--- src/rtl/wdog_pkg.sv ---
package wdog_pkg;

  // Strobes from the register control into the counter datapath.
  typedef struct packed {
    logic wrLoad;   // new load value, also reloads the count
    logic reload;   // restart count from the current load value
    logic countEn;  // counter running
  } wdStrobe_t;

endpackage

--- src/rtl/wdog_datapath.sv ---
module wdog_datapath
  import wdog_pkg::*;
#(
  parameter int unsigned DATA_W = 32,
  parameter logic [DATA_W-1:0] LOAD_INIT = '1
) (
  input  logic              clk,
  input  logic              rstN,
  input  wdStrobe_t         strobe,
  input  logic [DATA_W-1:0] wrData,
  input  logic              tickEn,
  output logic [DATA_W-1:0] countVal,
  output logic [DATA_W-1:0] loadVal,
  output logic              zeroEvt
);

  localparam logic [DATA_W-1:0] ONE = DATA_W'(1);

  logic [DATA_W-1:0] countQ;
  logic [DATA_W-1:0] loadQ;
  logic              stepReq;
  logic              atLast;

  assign stepReq = strobe.countEn && tickEn && !strobe.wrLoad && !strobe.reload;
  assign atLast  = (countQ <= ONE);
  assign zeroEvt = stepReq && atLast;

  always_ff @(posedge clk or negedge rstN) begin
    if (!rstN) begin
      loadQ <= LOAD_INIT;
    end else if (strobe.wrLoad) begin
      loadQ <= wrData;
    end
  end

  always_ff @(posedge clk or negedge rstN) begin
    if (!rstN) begin
      countQ <= LOAD_INIT;
    end else if (strobe.wrLoad) begin
      countQ <= wrData;
    end else if (strobe.reload) begin
      countQ <= loadQ;
    end else if (stepReq) begin
      countQ <= atLast ? loadQ : (countQ - ONE);
    end
  end

  assign countVal = countQ;
  assign loadVal  = loadQ;

  AST_HOLD_WHEN_IDLE: assert property (@(posedge clk) disable iff (!rstN)
    (!(strobe.countEn && tickEn) && !strobe.wrLoad && !strobe.reload) |=> $stable(countQ));

  AST_STEP_BY_ONE: assert property (@(posedge clk) disable iff (!rstN)
    (strobe.countEn && tickEn && !strobe.wrLoad && !strobe.reload && (countQ > ONE))
      |=> (countQ == $past(countQ) - ONE));

  AST_RELOAD_TARGET: assert property (@(posedge clk) disable iff (!rstN)
    (strobe.reload && !strobe.wrLoad) |=> (countQ == $past(loadQ)));

endmodule

--- src/rtl/wdog_regctl.sv ---
module wdog_regctl
  import wdog_pkg::*;
#(
  parameter int unsigned DATA_W = 32,
  parameter int unsigned ADDR_W = 12,
  parameter logic [DATA_W-1:0] UNLOCK_KEY = 32'h1ACC_E551
) (
  input  logic              clk,
  input  logic              rstN,
  input  logic              busWr,
  input  logic [ADDR_W-1:0] busAddr,
  input  logic [DATA_W-1:0] busWdata,
  output logic [DATA_W-1:0] busRdata,
  input  logic              zeroEvt,
  input  logic [DATA_W-1:0] countVal,
  input  logic [DATA_W-1:0] loadVal,
  output wdStrobe_t         strobe,
  output logic              irqOut,
  output logic              sysRstN
);

  localparam logic [ADDR_W-1:0] OFS_LOAD  = ADDR_W'(12'h000);
  localparam logic [ADDR_W-1:0] OFS_COUNT = ADDR_W'(12'h004);
  localparam logic [ADDR_W-1:0] OFS_CTRL  = ADDR_W'(12'h008);
  localparam logic [ADDR_W-1:0] OFS_CLR   = ADDR_W'(12'h00C);
  localparam logic [ADDR_W-1:0] OFS_RAW   = ADDR_W'(12'h010);
  localparam logic [ADDR_W-1:0] OFS_MASK  = ADDR_W'(12'h014);
  localparam logic [ADDR_W-1:0] OFS_KEY   = ADDR_W'(12'hC00);

  logic       lockedQ;
  logic [1:0] ctrlQ;
  logic       risQ;
  logic       rstHitQ;
  logic       regWrOk;
  logic       misBit;

  assign regWrOk = busWr && !lockedQ;

  always_comb begin
    strobe.wrLoad  = regWrOk && (busAddr == OFS_LOAD);
    strobe.reload  = regWrOk && (busAddr == OFS_CLR);
    strobe.countEn = ctrlQ[0];
  end

  always_ff @(posedge clk or negedge rstN) begin
    if (!rstN) begin
      lockedQ <= 1'b1;
    end else if (busWr && (busAddr == OFS_KEY)) begin
      lockedQ <= (busWdata != UNLOCK_KEY);
    end
  end

  always_ff @(posedge clk or negedge rstN) begin
    if (!rstN) begin
      ctrlQ <= 2'b00;
    end else if (regWrOk && (busAddr == OFS_CTRL)) begin
      ctrlQ <= busWdata[1:0];
    end
  end

  always_ff @(posedge clk or negedge rstN) begin
    if (!rstN) begin
      risQ <= 1'b0;
    end else if (strobe.reload) begin
      risQ <= 1'b0;
    end else if (zeroEvt) begin
      risQ <= 1'b1;
    end
  end

  always_ff @(posedge clk or negedge rstN) begin
    if (!rstN) begin
      rstHitQ <= 1'b0;
    end else if (zeroEvt && risQ && (ctrlQ == 2'b11)) begin
      rstHitQ <= 1'b1;
    end
  end

  assign misBit  = risQ && ctrlQ[0];
  assign irqOut  = misBit;
  assign sysRstN = !rstHitQ;

  always_comb begin
    busRdata = '0;
    unique case (busAddr)
      OFS_LOAD:  busRdata = loadVal;
      OFS_COUNT: busRdata = countVal;
      OFS_CTRL:  busRdata = DATA_W'(ctrlQ);
      OFS_RAW:   busRdata = DATA_W'(risQ);
      OFS_MASK:  busRdata = DATA_W'(misBit);
      OFS_KEY:   busRdata = DATA_W'(lockedQ);
      default:   busRdata = '0;
    endcase
  end

  AST_LOCKED_CTRL: assert property (@(posedge clk) disable iff (!rstN)
    (lockedQ && busWr && (busAddr == OFS_CTRL)) |=> $stable(ctrlQ));

  AST_RIS_FROM_EXPIRY: assert property (@(posedge clk) disable iff (!rstN)
    $rose(risQ) |-> $past(zeroEvt));

  AST_RST_CAUSE: assert property (@(posedge clk) disable iff (!rstN)
    $fell(sysRstN) |-> ($past(risQ) && $past(ctrlQ[1]) && $past(zeroEvt)));

  AST_RST_STICKY: assert property (@(posedge clk) disable iff (!rstN)
    !sysRstN |=> !sysRstN);

endmodule

--- src/rtl/wdog_two_stage.sv ---
module wdog_two_stage
  import wdog_pkg::*;
#(
  parameter int unsigned DATA_W = 32,
  parameter int unsigned ADDR_W = 12,
  parameter logic [DATA_W-1:0] UNLOCK_KEY = 32'h1ACC_E551,
  parameter logic [DATA_W-1:0] LOAD_INIT  = '1
) (
  input  logic              clk,
  input  logic              rstN,
  input  logic              tickEn,
  input  logic              busWr,
  input  logic [ADDR_W-1:0] busAddr,
  input  logic [DATA_W-1:0] busWdata,
  output logic [DATA_W-1:0] busRdata,
  output logic              irqOut,
  output logic              sysRstN
);

  wdStrobe_t         strobe;
  logic              zeroEvt;
  logic [DATA_W-1:0] countVal;
  logic [DATA_W-1:0] loadVal;

  wdog_regctl #(
    .DATA_W(DATA_W), .ADDR_W(ADDR_W), .UNLOCK_KEY(UNLOCK_KEY)
  ) u_regctl (
    .clk(clk), .rstN(rstN),
    .busWr(busWr), .busAddr(busAddr), .busWdata(busWdata), .busRdata(busRdata),
    .zeroEvt(zeroEvt), .countVal(countVal), .loadVal(loadVal),
    .strobe(strobe), .irqOut(irqOut), .sysRstN(sysRstN)
  );

  wdog_datapath #(
    .DATA_W(DATA_W), .LOAD_INIT(LOAD_INIT)
  ) u_datapath (
    .clk(clk), .rstN(rstN),
    .strobe(strobe), .wrData(busWdata), .tickEn(tickEn),
    .countVal(countVal), .loadVal(loadVal), .zeroEvt(zeroEvt)
  );

endmodule

--- config.mk ---
export PLATFORM = sky130hd
export DESIGN_NAME = wdog_two_stage
export DESIGN_NICKNAME = d
export VERILOG_FILES = /design/src/rtl/wdog_pkg.sv /design/src/rtl/wdog_datapath.sv /design/src/rtl/wdog_regctl.sv /design/src/rtl/wdog_two_stage.sv
export SDC_FILE = /design/constraint.sdc
export NUM_CORES = 1
export LEC_CHECK = 0
export BUFFER_PORTS_ARGS = -buffer_cell sky130_fd_sc_hd__buf_2
export CORE_ASPECT_RATIO = 0.9
export CORE_MARGIN = 3
export CORE_UTILIZATION = 40
export DETAILED_ROUTE_END_ITERATION = 6
export PLACE_DENSITY_LB_ADDON = 0.15
export SYNTH_ARGS = -nofsm -noshare
export SYNTH_HDL_FRONTEND = slang
export SYNTH_SLANG_ARGS = --single-unit
export TNS_END_PERCENT = 100
--- constraint.sdc ---
create_clock -name clk -period 3.3 [get_ports clk]
set_input_delay 0.33 -clock clk [delete_from_list [all_inputs] [get_ports clk]]
set_output_delay 0.33 -clock clk [all_outputs]
set_load 0.1 [all_outputs]
==> results by group, run 1 <==
Clock network
  – H-Tree Depth: 3
  – Clk buf depth: 2
  – Clock buffer count from CTS: 9
  – Post-CTS Setup Inserts: 0
  – CTS Hold Buffers Added: 0
  – Clock sinks: 69
  – Clk Latency, worst-skew pair: 0.33 ns
  – Post-CTS Resized: 0
  – CTS tree: built
  – Clk slew on worst S/H paths: 0.06 ns
  – Root Buffer: clkbuf_16

STA
  – Final min period: 2.84 ns
  – RSZ-0062 raised after global routing: false
  – Min Hold Slack: 0.111 ns
  – Setup violators final: 0
  – Actual slew at the worst max-slew pin: 0.875 ns
  – Clock Skews: 0.00770 ns
  – Final TNS setup: 0 ns
  – Fin crit share: 0.860
  – Slew Limit Fails: 0
  – Rel. slew slack: 0.413
  – Final Hold Viols: 0
  – Achievable Freq: 352 MHz

Yosys
  – Synth Area in XOR/XNOR: 0.00945
  – Largest area contributor in the netlist: dfstp_2
  – Yosys reg bits: 69
  – Post-Syn Area: 4630 sq um
  – Post-synth top cells: nand2_1 (105), dfstp_2 (65), a22o_1 (35)
  – Largest family of logic cells by synthesized area: simple AND/OR/NAND/NOR gates
  – Ys flop type: dfstp_2
  – Synth Area in Adders: 0.00540
  – Post-Synth Simple-Gate Area: 0.271
  – Syn avg cell area: 8.68 sq um
  – Top-count cell post-synth: nand2_1
  – Top cells by area, synth: dfstp_2 (37%), nand2_1 (8.5%), a22o_1 (6.6%)
  – Post-Syn Instances: 534
  – Yosys warns: 0
  – Mapped Nets: 584
  – Mux share of post-synthesis cell area: 0.0194
  – Async set or reset register ratio after synthesis: 1.00
  – Top cell type's share of synthesized area: 0.369
  – Number of synthesized flops with an enable pin: 0
  – Post-synthesis sequential area ratio: 0.390
  – Distinct cells, synth: 70
  – Synth Area in Compound Gates: 0.250

Placed design
  – Gpl congestion: 0.837
  – IO buf count: 81
  – Post-DP HPWL: 10.7 mm
  – Dpl cells: 747

Global route
  – Pin count of the biggest net entering global routing: 43
  – All-Layer GR Usage: 0.230
  – Initial antenna violation count: 0
  – Number of global-route vias before repair: 4495
  – First-pass GRT wire length: 23.9 mm
  – Gr ovfl total: 0

Setup path
  – Worst Setup Start Kind: input port
  – CP max FO: 14
  – CP peak stage delay: 0.55 ns
  – Worst Reg2Reg Path Length in Cells: 7
  – Critical-path cell list: buf_2, or3_4, or4b_4, nor2_2, buf_4, a22o_1, buf_12
  – Crit path kind: in2out
  – CP Data Arrival Time: 2.51 ns
  – Slowest cell on crit path: or4b_4
  – Worst Path Required: 2.97 ns
  – Crit path capture type: primary output

Power
  – Switch share: 0.233
  – Switching power: 0.459 mW
  – Worst VDD drop: 0.199 mV
  – Total power: 1.96 mW
  – Internal power: 1.51 mW
  – Combinational share of power: 0.064
  – Leakage Power: 2.35 nW
  – Clock share of power: 0.484
  – Sequential share of power: 0.452
  – Power Density: 330 nW/um^2

Route
  – DRT Pass-1 Iters: 5
  – Via total after detailed routing: 4592
  – Detail Route Antenna Nets: 0
  – Initial DRC count: 374
  – Routed wire length per instance: 19.2 um
  – Vias per cell: 6.02
  – Drt drc: 0
  – Total routed wirelength: 14.6 mm

Floorplan
  – Boundary Pins: 82
  – FP Rows: 36
  – Die Wd: 119 um
  – Die height: 108 um
  – Starting Density: 0.418
  – Placeable Area: 11100 sq um
  – Die Area: 12900 sq um

Run status
  – Status: complete, no violations

Cells and area
  – Fin nets: 656
  – Layout cells sized above 1: 0.342
  – Post-Layout Cell Count: 763
  – Antenna cells: 0
  – Syn-to-layout area delta: 28.5%

Hold path
  – Worst Hold Class: in2async

Run
  – # Max-Cap Violations: 0
==> cell families after synthesis <==
logic type      after synthesis
simple gates                245
compound gates              154
flops                        69
buf+inv                      51
mux                           8
xor+xnor                      5
fa+ha+maj                     2
==> cell usage in the layout, fill, tap and decap left out, types with 3 or more instances in the layout <==
master / instances
a21oi_1: 20
buf_12: 32
a31oi_1: 15
buf_2: 49
clkbuf_16: 9
o2bb2ai_1: 3
nand4_1: 16
nor2b_1: 4
and2_1: 4
inv_1: 9
clkbuf_1: 3
nand2_1: 105
nor4_1: 11
buf_4: 22
o21ai_0: 18
and4_1: 4
or4_1: 6
or3_1: 5
nand2_2: 3
nor4bb_1: 5
o31ai_1: 7
nand3_1: 13
mux2_2: 8
xor2_1: 3
a22o_1: 35
a32oi_1: 4
o41ai_1: 3
nand2b_1: 3
a211o_1: 7
nor2_1: 32
nor3_1: 17
o211ai_1: 9
o21ai_1: 4
a21o_1: 3
dfstp_2: 65
dfrtp_1: 4
==> critical path: cells and delay by family <==
kind,cells,cell delay (ns)
buf+inv,3,0.60
simple gates,3,1.35
compound gates,1,0.23
==> power groups by stage <==
stage          Clock, mW  Combinational (mW)  Sequential, mW
6_report           0.951               0.126           0.888
5_1_grt             1.00               0.140           0.891
4_1_cts            0.968               0.127           0.888
3_5_place_dp           0               0.126           0.900
3_3_place_gp           0               0.123           0.900
2_1_floorplan          0              0.0697           0.885
==> layer usage <==
metal  up-vias  wire length [um]  GRT usage
met4         0               216     0.0662
li1       2154                 -          -
met5         -                 0          0
met3        14              1050     0.0434
met2       173              6750      0.367
met1      2251              6620      0.321
==> per-stage QoR <==
stage | utilization | cell area [sq um] | setup slack (ns)
floorplan | - | 4640 | 0.138
global placement | 0.511 | 5670 | 0.507
detailed placement | 0.511 | 5670 | 0.440
CTS | 0.537 | 5950 | 0.431
global route | 0.537 | 5950 | 0.367
finish | 0.537 | 5950 | 0.460
==> path summary, 6_finish.rpt <==
kind	startpoint	slack, ns	to
min in group clk	busWdata[10]	0.21	u_datapath.loadVal[10]$_DFFE_PN1P_
max	busAddr[1]	0.46	busRdata[16]
min	rstN	0.11	u_regctl.risQ$_DFFE_PN0P_
max reg2reg	u_datapath.countVal[28]$_DFFE_PN1P_	0.59	u_datapath.countVal[8]$_DFFE_PN1P_
max in group asynchronous	rstN	2.21	u_datapath.countVal[15]$_DFFE_PN1P_
min reg2reg	u_regctl.rstHitQ$_DFFE_PN0P_	0.46	u_regctl.rstHitQ$_DFFE_PN0P_
==> area by class of cell <==
cell class / instances / area [sq um]
Multi-Input combinational cell: 414 / 2580
Clock inverter: 4 / 50.0
Sequential cell: 69 / 1810
Inverter: 9 / 33.8
Clock buffer: 12 / 236
Timing Repair Buffer: 103 / 1050
Fill cell: 1055 / 5130
Tap cell: 152 / 190
==> state kept, by name, indices dropped and copies added (netlist names) <==
signal / flops
u_datapath.countVal: 32
u_datapath.loadVal: 32
u_regctl.ctrlQ: 2
u_regctl.lockedQ: 1
u_regctl.risQ: 1
u_regctl.rstHitQ: 1
No activity file was read; power rests on OpenSTA's default activity.
==> inputs of run 2 (changes only) <==
--- a/config.mk
+++ b/config.mk
@@ -8,7 +8,7 @@
 export BUFFER_PORTS_ARGS = -buffer_cell sky130_fd_sc_hd__buf_2
 export CORE_ASPECT_RATIO = 0.9
 export CORE_MARGIN = 3
-export CORE_UTILIZATION = 40
+export CORE_UTILIZATION = 55
 export DETAILED_ROUTE_END_ITERATION = 6
 export PLACE_DENSITY_LB_ADDON = 0.15
 export SYNTH_ARGS = -nofsm -noshare
==> results by group, run 2 (same netlist as run 1, synthesis figures left out) <==
STA
  – RSZ-0062 raised after global routing: false
  – Final Hold Viols: 0 (unchanged)
  – Fin crit share: 0.851 (-0.00960)
  – Final min period: 2.81 ns (-0.0317 ns)
  – Slew Limit Fails: 0 (unchanged)
  – Setup violators final: 0 (unchanged)
  – Rel. slew slack: 0.381 (-0.0322)
  – Clock Skews: 0.0137 ns (+0.00598 ns)
  – Achievable Freq: 356 MHz (+1.1%)
  – Final TNS setup: 0 ns (unchanged)
  – Actual slew at the worst max-slew pin: 0.928 ns (+0.0534 ns)

Placed design
  – Gpl congestion: 0.893 (+6.6%)
  – IO buf count: 81 (unchanged)
  – Post-DP HPWL: 10.1 mm (-5.9%)

Global route
  – First-pass GRT wire length: 22.8 mm (-5.0%)
  – Number of global-route vias before repair: 4474 (-0.47%)
  – Gr ovfl total: 0 (unchanged)
  – Most Crowded Layer GR: met2
  – Met3 usage: 0.0537 (+0.0103)
  – All-Layer GR Usage: 0.304 (+0.0737)
  – GRT met1 Usage: 0.438 (+0.117)
  – Pin count of the biggest net entering global routing: 40 (-7.0%)
  – Initial antenna violation count: 0 (unchanged)
  – Met2 usage: 0.466 (+0.0991)

Run
  – # Max-Cap Violations: 0 (unchanged)

Floorplan
  – Die Area: 9560 sq um (-26%)
  – Die height: 93.1 um (-14%)
  – Starting Density: 0.572 (+0.153)
  – Boundary Pins: 82 (unchanged)
  – Placeable Area: 8110 sq um (-27%)
  – Die Wd: 103 um (-14%)
  – FP Rows: 31 (-14%)

Clock network
  – Clock sinks: 69 (unchanged)
  – Post-CTS Resized: 0 (unchanged)
  – CTS tree: built
  – Post-CTS Setup Inserts: 0 (unchanged)
  – Clk buf depth: 2 (unchanged)
  – Root Buffer: clkbuf_8
  – CTS Hold Buffers Added: 0 (unchanged)
  – Clk Latency, worst-skew pair: 0.36 ns (+0.03 ns)
  – Clock buffer count from CTS: 9 (unchanged)
  – Clk slew on worst S/H paths: 0.08 ns (+0.02 ns)
  – H-Tree Depth: 3 (unchanged)

Run status
  – Status: complete, no violations

Setup path
  – Crit path kind: reg2reg
  – Worst Reg2Reg Path Length in Cells: 7 (unchanged)
  – Worst Setup Start Kind: register
  – CP Data Arrival Time: 3.09 ns (+0.58 ns)
  – CP max FO: 18 (+4)
  – Crit path capture type: register
  – R2R Setup Slk: 0.49 ns (-0.10 ns)
  – Worst Path Required: 3.59 ns (+0.62 ns)

Route
  – Routed wire length per instance: 20.0 um (+4.3%)
  – Detail Route Antenna Nets: 0 (unchanged)
  – Total routed wirelength: 14.1 mm (-3.4%)
  – Initial DRC count: 403 (+7.8%)
  – Vias per cell: 6.64 (+10%)
  – Via total after detailed routing: 4696 (+2.3%)
  – Drt drc: 0 (unchanged)
  – DRT Pass-1 Iters: 5 (unchanged)

Power
  – Power Density: 284 nW/um^2 (-14%)
  – Worst VDD drop: 0.224 mV (+12%)
  – Total power: 1.63 mW (-17%)
  – Clock share of power: 0.380 (-0.104)
  – Switching power: 0.442 mW (-3.5%)
  – Leakage Power: 2.29 nW (-2.7%)
  – Internal power: 1.19 mW (-21%)
  – Sequential share of power: 0.544 (+0.092)
  – Combinational share of power: 0.076 (+0.012)
  – Switch share: 0.271 (+0.0373)

Cells and area
  – Syn-to-layout area delta: 24.0%
  – Commonest non-fill, non-tap cell in the layout: nand2_1
  – Layout cells sized above 1: 0.342 (about the same)
  – Commonest cells after routing, fill and taps aside: nand2_1 (105), dfstp_2 (65), buf_2 (49)
  – Fin nets: 653 (-0.46%)
  – Antenna cells: 0 (unchanged)

Hold path
  – Worst Hold Class: in2async
[run 2: stage by stage]
step	std cells	cell area (sq um)	setup slack (ns)	hold WS (ns)	util
floorplan	534	4640	0.138	0.0344	-
global placement	691	5580	0.566	0.438	0.688
detailed placement	691	5580	0.526	0.437	0.688
CTS	707	5740	0.514	0.118	0.709
global route	707	5740	0.368	0.147	0.709
finish	707	5740	0.492	0.0976	0.709
[run 2: power groups by stage]
stage | clock network, mW | registers, mW | logic (mW)
after detailed placement | 0 | 0.900 | 0.123
final | 0.621 | 0.888 | 0.125
after CTS | 0.623 | 0.887 | 0.125
after global placement | 0 | 0.899 | 0.120
after global routing | 0.663 | 0.890 | 0.140
after floorplan | 0 | 0.885 | 0.0697
[run 2: path summary, 6_finish.rpt]
kind / startpoint / to
worst max-delay path: u_datapath.countVal[27]$_DFFE_PN1P_ / u_datapath.countVal[5]$_DFFE_PN1P_
worst min register to register: u_regctl.rstHitQ$_DFFE_PN0P_ / u_regctl.rstHitQ$_DFFE_PN0P_
min in group clk: busWdata[25] / u_datapath.loadVal[25]$_DFFE_PN1P_
worst min-delay path: rstN / u_regctl.ctrlQ[1]$_DFFE_PN0P_
worst max register to register: u_datapath.countVal[27]$_DFFE_PN1P_ / u_datapath.countVal[5]$_DFFE_PN1P_
max in group asynchronous: rstN / u_datapath.countVal[2]$_DFFE_PN1P_
[run 2: area by class of cell]
type / instances / area [sq um]
fillers: 647 / 2360
clock inverters: 6 / 40.0
well taps: 99 / 124
flip-flops and latches: 69 / 1810
repair buffers: 100 / 1030
inverters: 9 / 33.8
clock buffers: 10 / 128
multi-input cells: 414 / 2580
[run 2: routing by layer]
layer | share of wire | wire (um)
met5 | 0 | 0
met4 | 0.017 | 242
met3 | 0.084 | 1190
met2 | 0.47 | 6580
met1 | 0.43 | 6130
[run 2: critical path: stages (launching register included)]
cell,delay (ns)
dfstp_2,0.40
or4_1,0.61
nor4_2,0.40
nand4_1,0.21
buf_4,0.27
nand2_2,0.29
mux2_2,0.37
a31oi_1,0.17
